[src/rtl/acc_cc_pkg.sv]
package acc_cc_pkg;

    typedef enum logic [2:0] {
        LN_I = 3'd0,
        LN_S = 3'd1,
        LN_E = 3'd2,
        LN_M = 3'd3,
        LN_B = 3'd4
    } line_st_t;

    typedef enum logic [2:0] {
        OM_GETS    = 3'd0,
        OM_GETM    = 3'd1,
        OM_PUTS    = 3'd2,
        OM_PUTE    = 3'd3,
        OM_PUTM    = 3'd4,
        OM_INVACK  = 3'd5,
        OM_CLEANWB = 3'd6,
        OM_DIRTYWB = 3'd7
    } out_msg_t;

    typedef enum logic [2:0] {
        IM_DATAS = 3'd0,
        IM_DATAE = 3'd1,
        IM_DATAM = 3'd2,
        IM_WBACK = 3'd3,
        IM_INV   = 3'd4
    } in_msg_t;

    typedef enum logic [1:0] {
        C_IDLE      = 2'd0,
        C_WAIT_WB   = 2'd1,
        C_WAIT_FILL = 2'd2
    } ctl_st_t;

    function automatic logic holds_copy(line_st_t s);
        return (s == LN_S) || (s == LN_E) || (s == LN_M);
    endfunction

    function automatic out_msg_t put_for(line_st_t s);
        unique case (s)
            LN_M:    return OM_PUTM;
            LN_E:    return OM_PUTE;
            default: return OM_PUTS;
        endcase
    endfunction

    function automatic line_st_t fill_state(logic [2:0] t);
        unique case (t)
            3'(IM_DATAM): return LN_M;
            3'(IM_DATAE): return LN_E;
            default:      return LN_S;
        endcase
    endfunction

endpackage

[src/rtl/acc_line_store.sv]
module acc_line_store
    import acc_cc_pkg::*;
#(
    parameter int LINES  = 16,
    parameter int TAG_W  = 4,
    parameter int DATA_W = 32
) (
    input  logic              clk,
    input  logic              rst_n,
    input  logic [$clog2(LINES)-1:0] a_idx,
    output line_st_t          a_st,
    output logic [TAG_W-1:0]  a_tag,
    output logic [DATA_W-1:0] a_data,
    input  logic [$clog2(LINES)-1:0] b_idx,
    output line_st_t          b_st,
    output logic [TAG_W-1:0]  b_tag,
    output logic [DATA_W-1:0] b_data,
    input  logic              wr_en,
    input  logic [$clog2(LINES)-1:0] wr_idx,
    input  line_st_t          wr_st,
    input  logic [TAG_W-1:0]  wr_tag,
    input  logic [DATA_W-1:0] wr_data
);
    line_st_t          st_mem   [LINES];
    logic [TAG_W-1:0]  tag_mem  [LINES];
    logic [DATA_W-1:0] data_mem [LINES];

    always_ff @(posedge clk) begin
        if (!rst_n) begin
            for (int i = 0; i < LINES; i++) st_mem[i] <= LN_I;
        end else if (wr_en) begin
            st_mem[wr_idx] <= wr_st;
        end
    end

    always_ff @(posedge clk) begin
        if (wr_en) begin
            tag_mem[wr_idx]  <= wr_tag;
            data_mem[wr_idx] <= wr_data;
        end
    end

    assign a_st   = st_mem[a_idx];
    assign a_tag  = tag_mem[a_idx];
    assign a_data = data_mem[a_idx];
    assign b_st   = st_mem[b_idx];
    assign b_tag  = tag_mem[b_idx];
    assign b_data = data_mem[b_idx];
endmodule

[src/rtl/acc_inv_reply.sv]
module acc_inv_reply
    import acc_cc_pkg::*;
(
    input  line_st_t st,
    input  logic     tag_hit,
    output out_msg_t reply,
    output logic     drop_line
);
    always_comb begin
        reply     = OM_INVACK;
        drop_line = 1'b0;
        if (tag_hit) begin
            unique case (st)
                LN_M: begin reply = OM_DIRTYWB; drop_line = 1'b1; end
                LN_E: begin reply = OM_CLEANWB; drop_line = 1'b1; end
                LN_S: begin reply = OM_INVACK;  drop_line = 1'b1; end
                default: begin reply = OM_INVACK; drop_line = 1'b0; end
            endcase
        end
    end
endmodule

[src/rtl/acc_cache_ctrl.sv]
module acc_cache_ctrl
    import acc_cc_pkg::*;
#(
    parameter int ADDR_W = 8,
    parameter int LINES  = 16,
    parameter int DATA_W = 32
) (
    input  logic              clk,
    input  logic              rst_n,
    input  logic              core_req,
    input  logic              core_we,
    input  logic [ADDR_W-1:0] core_addr,
    input  logic [DATA_W-1:0] core_wdata,
    output logic              core_ack,
    output logic [DATA_W-1:0] core_rdata,
    output logic              out_valid,
    output logic [2:0]        out_type,
    output logic [ADDR_W-1:0] out_addr,
    output logic [DATA_W-1:0] out_data,
    input  logic              in_valid,
    input  logic [2:0]        in_type,
    input  logic [ADDR_W-1:0] in_addr,
    input  logic [DATA_W-1:0] in_data
);
    localparam int IDX_W = $clog2(LINES);
    localparam int TAG_W = ADDR_W - IDX_W;

    ctl_st_t fsm_q, fsm_d;
    logic [IDX_W-1:0] busy_q, busy_d;

    logic [IDX_W-1:0] c_idx, i_idx, a_idx;
    logic [TAG_W-1:0] c_tag, i_tag;

    line_st_t          a_st, b_st, wr_st;
    logic [TAG_W-1:0]  a_tag, b_tag, wr_tag;
    logic [DATA_W-1:0] a_data, b_data, wr_data;
    logic              wr_en;
    logic [IDX_W-1:0]  wr_idx;

    out_msg_t inv_rep;
    logic     inv_drop;

    logic              ov_d, ack_d;
    out_msg_t          ot_d, ot_q;
    logic [ADDR_W-1:0] oa_d;
    logic [DATA_W-1:0] od_d, rd_d;

    logic inv_now, core_hit;

    assign c_idx = core_addr[IDX_W-1:0];
    assign c_tag = core_addr[ADDR_W-1:IDX_W];
    assign i_idx = in_addr[IDX_W-1:0];
    assign i_tag = in_addr[ADDR_W-1:IDX_W];
    assign a_idx = (fsm_q == C_IDLE) ? c_idx : busy_q;
    assign inv_now  = in_valid && (in_type == 3'(IM_INV));
    assign core_hit = holds_copy(a_st) && (a_tag == c_tag);

    acc_line_store #(.LINES(LINES), .TAG_W(TAG_W), .DATA_W(DATA_W)) u_store (
        .clk(clk), .rst_n(rst_n),
        .a_idx(a_idx), .a_st(a_st), .a_tag(a_tag), .a_data(a_data),
        .b_idx(i_idx), .b_st(b_st), .b_tag(b_tag), .b_data(b_data),
        .wr_en(wr_en), .wr_idx(wr_idx), .wr_st(wr_st),
        .wr_tag(wr_tag), .wr_data(wr_data)
    );

    acc_inv_reply u_inv (
        .st(b_st), .tag_hit(b_tag == i_tag),
        .reply(inv_rep), .drop_line(inv_drop)
    );

    // next-state and message decisions
    always_comb begin
        fsm_d   = fsm_q;
        busy_d  = busy_q;
        wr_en   = 1'b0;
        wr_idx  = a_idx;
        wr_st   = a_st;
        wr_tag  = a_tag;
        wr_data = a_data;
        ov_d    = 1'b0;
        ot_d    = OM_GETS;
        oa_d    = '0;
        od_d    = '0;
        ack_d   = 1'b0;
        rd_d    = core_rdata;
        if (inv_now) begin
            ov_d = 1'b1;
            ot_d = inv_rep;
            oa_d = in_addr;
            od_d = b_data;
            if (inv_drop) begin
                wr_en   = 1'b1;
                wr_idx  = i_idx;
                wr_st   = LN_I;
                wr_tag  = b_tag;
                wr_data = b_data;
            end
        end else begin
            unique case (fsm_q)
                C_IDLE: begin
                    if (core_req && !in_valid && !core_ack) begin
                        if (core_hit && !core_we) begin
                            ack_d = 1'b1;
                            rd_d  = a_data;
                        end else if (core_hit && a_st != LN_S) begin
                            wr_en   = 1'b1;
                            wr_st   = LN_M;
                            wr_data = core_wdata;
                            ack_d   = 1'b1;
                        end else if (core_hit) begin
                            ov_d   = 1'b1;
                            ot_d   = OM_GETM;
                            oa_d   = core_addr;
                            wr_en  = 1'b1;
                            wr_st  = LN_B;
                            busy_d = c_idx;
                            fsm_d  = C_WAIT_FILL;
                        end else if (!holds_copy(a_st)) begin
                            ov_d   = 1'b1;
                            ot_d   = core_we ? OM_GETM : OM_GETS;
                            oa_d   = core_addr;
                            wr_en  = 1'b1;
                            wr_st  = LN_B;
                            wr_tag = c_tag;
                            busy_d = c_idx;
                            fsm_d  = C_WAIT_FILL;
                        end else begin
                            ov_d   = 1'b1;
                            ot_d   = put_for(a_st);
                            oa_d   = {a_tag, c_idx};
                            od_d   = a_data;
                            wr_en  = 1'b1;
                            wr_st  = LN_B;
                            busy_d = c_idx;
                            fsm_d  = C_WAIT_WB;
                        end
                    end
                end
                C_WAIT_WB: begin
                    if (in_valid && in_type == 3'(IM_WBACK)) begin
                        wr_en = 1'b1;
                        wr_st = LN_I;
                        fsm_d = C_IDLE;
                    end
                end
                C_WAIT_FILL: begin
                    if (in_valid && in_type <= 3'(IM_DATAM)) begin
                        wr_en   = 1'b1;
                        wr_st   = fill_state(in_type);
                        wr_data = in_data;
                        fsm_d   = C_IDLE;
                    end
                end
                default: fsm_d = C_IDLE;
            endcase
        end
    end

    // state register
    always_ff @(posedge clk) begin
        if (!rst_n) begin
            fsm_q  <= C_IDLE;
            busy_q <= '0;
        end else begin
            fsm_q  <= fsm_d;
            busy_q <= busy_d;
        end
    end

    // output registers
    always_ff @(posedge clk) begin
        if (!rst_n) begin
            out_valid  <= 1'b0;
            ot_q       <= OM_GETS;
            out_addr   <= '0;
            out_data   <= '0;
            core_ack   <= 1'b0;
            core_rdata <= '0;
        end else begin
            out_valid  <= ov_d;
            ot_q       <= ot_d;
            out_addr   <= oa_d;
            out_data   <= od_d;
            core_ack   <= ack_d;
            core_rdata <= rd_d;
        end
    end

    assign out_type = ot_q;
endmodule

[config.mk]
export PLATFORM = sky130hd
export DESIGN_NAME = acc_cache_ctrl
export DESIGN_NICKNAME = d
export VERILOG_FILES = /design/src/rtl/acc_cc_pkg.sv /design/src/rtl/acc_line_store.sv /design/src/rtl/acc_inv_reply.sv /design/src/rtl/acc_cache_ctrl.sv
export SDC_FILE = /design/constraint.sdc
export NUM_CORES = 1
export LEC_CHECK = 0
export BUFFER_PORTS_ARGS = -buffer_cell sky130_fd_sc_hd__buf_2
export CAP_MARGIN = 20
export CORE_MARGIN = 1.5
export CORE_UTILIZATION = 56
export DETAILED_ROUTE_END_ITERATION = 10
export GPL_TIMING_DRIVEN = 1
export PLACE_DENSITY = 0.76
export SETUP_SLACK_MARGIN = 0.15
export SLEW_MARGIN = 25
export SYNTH_ARGS = -nofsm -noshare
export SYNTH_HDL_FRONTEND = slang
export SYNTH_HIERARCHICAL = 1
export SYNTH_SLANG_ARGS = --single-unit
export TNS_END_PERCENT = 100
[constraint.sdc]
create_clock -name clk -period 5.1 [get_ports clk]
set_input_delay 0.255 -clock clk [delete_from_list [all_inputs] [get_ports clk]]
set_output_delay 0.255 -clock clk [all_outputs]
set_load 0.005 [all_outputs]
==> results.py <==
metrics = {
    "place": {
        "dp_hpwl_mm": 59.11,
        "dpl-instance-area_um2": 35680,
        "portBuffers": 164,
        "place.gp.congestion": 0.9912,
    },
    "synth": {
        "synth.cell_area_um2": 33380,
        "synth_top_cells_by_area": "edfxtp_1, mux4_2, dfxtp_1, a22oi_1, nand2_1",
        "synth_simple_gate_area_share_pct": 5.098,
        "syn-mean-instance-area_um2": 16.68,
        "post_synth_fa_ha_maj_area_fraction_pct": 0,
        "post_synthesis_cells": 2001,
        "synth_xor_area_share_pct": 0.2361,
        "synth-seq-area-share_pct": 61.11,
        "synth_ff_type": "edfxtp_1",
        "synth_fp_nets": 2089,
        "synth_top_family_by_area": "multiplexers",
        "compound_gate_fraction_of_synth_area_pct": 9.401,
        "synth.mux.area_fraction_pct": 21.22,
        "synth_common_cells": "edfxtp_1, mux4_2, a22oi_1",
        "yosys_warnings": 6,
        "yosys.cell_types.count": 64,
        "count_of_flip_flops_with_a_built_in_enable_after_synthesis": 624,
        "synth_top_cell_by_area": "edfxtp_1",
        "yosysMostFrequentCell": "edfxtp_1",
        "synth_top_area_share_pct": 56.14,
        "count_of_state_elements_after_synthesis": 707,
        "postSynth.asyncResetShare_pct": 0,
    },
    "sta": {
        "setup_viol": 0,
        "finalHoldViolations": 0,
        "period_needed_ns": 4.700,
        "timing_worst_slew_pin_value_ns": 1.021,
        "timing.final.max_slew_violations": 0,
        "rsz0062_at_grt": "false",
        "max_freq_mhz": 212.8,
        "final.setup_skew_ns": 0.02547,
        "worst_hold_slack_ns": 0.05799,
        "timing.max_slew.rel_slack_pct": 31.79,
        "finalCritPeriodShare_pct": 92.15,
        "tns_ns": 0,
    },
    "layout": {
        "design.final.nets": 2275,
        "multiInputGateArea_um2": 12390,
        "insertedDiodeCount": 0,
        "area_growth_syn_to_layout_pct": 14.85,
        "utilization_after_layout_pct": 64.96,
        "register_area_um2": 20400,
        "layout_cells_sized_above_1_pct": 35.06,
        "final_area_um2": 38340,
        "fillers": 3910,
    },
    "clock_network": {
        "cts.clk_slew.worst_paths_ns": 0.06,
        "cts_made_buffers": 73,
        "cts.repair_timing.setup_buffer_count": 0,
        "h-tree-depth": 3,
        "clock_insertion_delay_worst_skew_ns": 0.63,
        "cts.sink_count": 707,
        "cts_root_buffer": "clkbuf_16",
        "tritoncts": "yes",
        "cells_resized_by_post_cts_repair": 0,
        "cts_buffer_depth": 3,
    },
    "die": {
        "fp.dieW_um": 247.1,
        "io-pin-count": 165,
        "std_cell_rows": 89,
        "start_util_pct": 56.56,
        "chipHeight_um": 247.1,
        "placeableCoreArea_um2": 59020,
        "die-area_um2": 61080,
    },
    "power": {
        "design_power_total_mw": 15.40,
        "p_per_area_nw_per_um2": 401.7,
        "cellLeakagePower_nw": 12.73,
        "vdd_drop_max_mv": 0.3166,
    },
    "route": {
        "drt_first_pass_iters": 5,
        "drt.antenna.violating_nets": 0,
        "drt-initial-drc-count": 3518,
        "post_drt_wl_per_cell_um": 33.27,
        "drc_errors": 0,
        "num_vias": 22425,
        "detail_route.wirelength.met1_mm": 34.72,
        "drt-total-wl_mm": 100.4,
        "met2WireLength_mm": 47.59,
        "route.detailed.vias_per_inst": 7.430,
        "met3_length_mm": 14.35,
        "dr.max_layer_used": "met4",
    },
    "setup_path": {
        "worst_setup_path_end_kind": "flip-flop",
        "critical_path.slowest_cell": "nor2_4",
        "cp_max_fo": 33,
        "worst_path_most_repeated_cell": "buf_4",
        "crit_required_ns": 5.42,
        "worst_ep_arrival_time_ns": 5.02,
        "critical_path_class": "reg -> reg",
        "critPathBufInv": 3,
        "startpoint_type": "flip-flop",
        "max_stage_delay_on_crit_path_ns": 0.78,
        "crit_family": "simple AND/OR/NAND/NOR gates",
        "worstPathCellList": "nor2_2, buf_4, mux2_8, mux4_2, a22oi_1, nand2_1, xor2_1, or4_2, nor3_1, o221ai_1, nand2_1, buf_4, nor2_4, buf_4",
    },
    "global_routing": {
        "grt_antenna_before_repair": 2,
        "grt_usage_pct": 33.24,
        "largest_net_degree_at_the_start_of_global_routing": 69,
        "grt.overflow.total": 0,
        "grt_pass1_wl_mm": 146.8,
        "first_global_vias": 22827,
    },
    "job": {
        "max-cap-violations": 0,
    },
    "run_status": {
        "outcome": "completed",
    },
    "worst_hold_path": {
        "hold_class": "in -> reg",
    },
}
## final timing paths
path / cells after the start / slack, ns / to / from
worst max-delay path: 14 / 0.40 / u_store/data_mem[3][18] / fsm_q[1]
worst min-delay path: 4 / 0.06 / out_addr[4] / core_addr[4]
worst max register to register: 14 / 0.40 / u_store/data_mem[3][18] / fsm_q[1]
worst min register to register: 2 / 0.47 / busy_q[2] / busy_q[2]
## registers in the layout, summed over array words and instances, names as in the netlist
name and cells:
out_type 3, out_data 32, u_store/tag_mem 64, u_store/st_mem 48
u_store/data_mem 512, fsm_q 2, out_valid 1, core_rdata 32
core_ack 1, busy_q 4, out_addr 8
## what timing repair did
action | in CTS | in global routing
hold buffers | 9 | 0
setup endpoints to repair | 0 | 0
endpoints found under the hold margin | 12 | 0
## per-stage QoR
step / cells / worst slack, ns
finish: 3018 / 0.4002
global placement: 2874 / 0.4652
CTS: 3017 / 0.4659
floorplan: 2001 / 0.02852
global route: 3018 / 0.3023
detailed placement: 2875 / 0.5142
## layer usage
metal	vias to the layer above	global-route usage, %
met2	2021	51.32
met4	0	14.01
met5	-	0
met3	309	10.08
met1	11301	44.17
li1	8794	-
## area by class of cell
type                            count  share of cell area (%)
Clock inverter                     41                   1.312
Clock buffer                       92                   5.189
Inverter                            5                 0.04896
Timing Repair Buffer              295                   5.392
Multi-Input combinational cell   1105                   32.32
Sequential cell                   707                   53.21
Tap cell                          773                   2.523
## worst reg2reg max path, stage by stage (launching register included)
cell      delay [ns]
dfxtp_1         0.32
nor2_2          0.17
buf_4           0.21
mux2_8          0.50
mux4_2          0.36
a22oi_1         0.26
nand2_1         0.17
xor2_1          0.32
or4_2           0.23
nor3_1          0.06
o221ai_1        0.24
nand2_1         0.22
buf_4           0.20
nor2_4          0.78
buf_4           0.36
## cells by family (layout without fill, tap and decap cells)
family                 after synthesis  count (layout)
buffers and inverters              189             433
XOR/XNOR                             9               9
AND/OR/NAND/NOR                    329             329
flip-flops                         707             707
other                                1               1
multiplexers                       317             317
AO/OA/AOI/OAI                      449             449
## placed cells by master, fill, tap and decap left out, drive strengths merged, types with 35 or more instances in the layout
cell / netlist / layout
a22o: 44 / 44
mux4: 312 / 312
and2: 56 / 56
clkbuf: 91 / 92
edfxtp: 624 / 624
nand3: 37 / 37
dfxtp: 83 / 83
o21ai: 53 / 53
nand4: 35 / 35
nor2: 53 / 53
a22oi: 158 / 158
nand2: 103 / 103
buf: 93 / 286
a21oi: 40 / 40
## where the power goes
| group | switching, mW | leakage (nW) | internal [mW] |
|---|---|---|---|
| combinational | 1.87 | 5.15 | 0.982 |
| clock | 2.33 | 1.21 | 3.21 |
| sequential | 0.0651 | 6.38 | 6.95 |
Power figures use the tool's default switching activity.
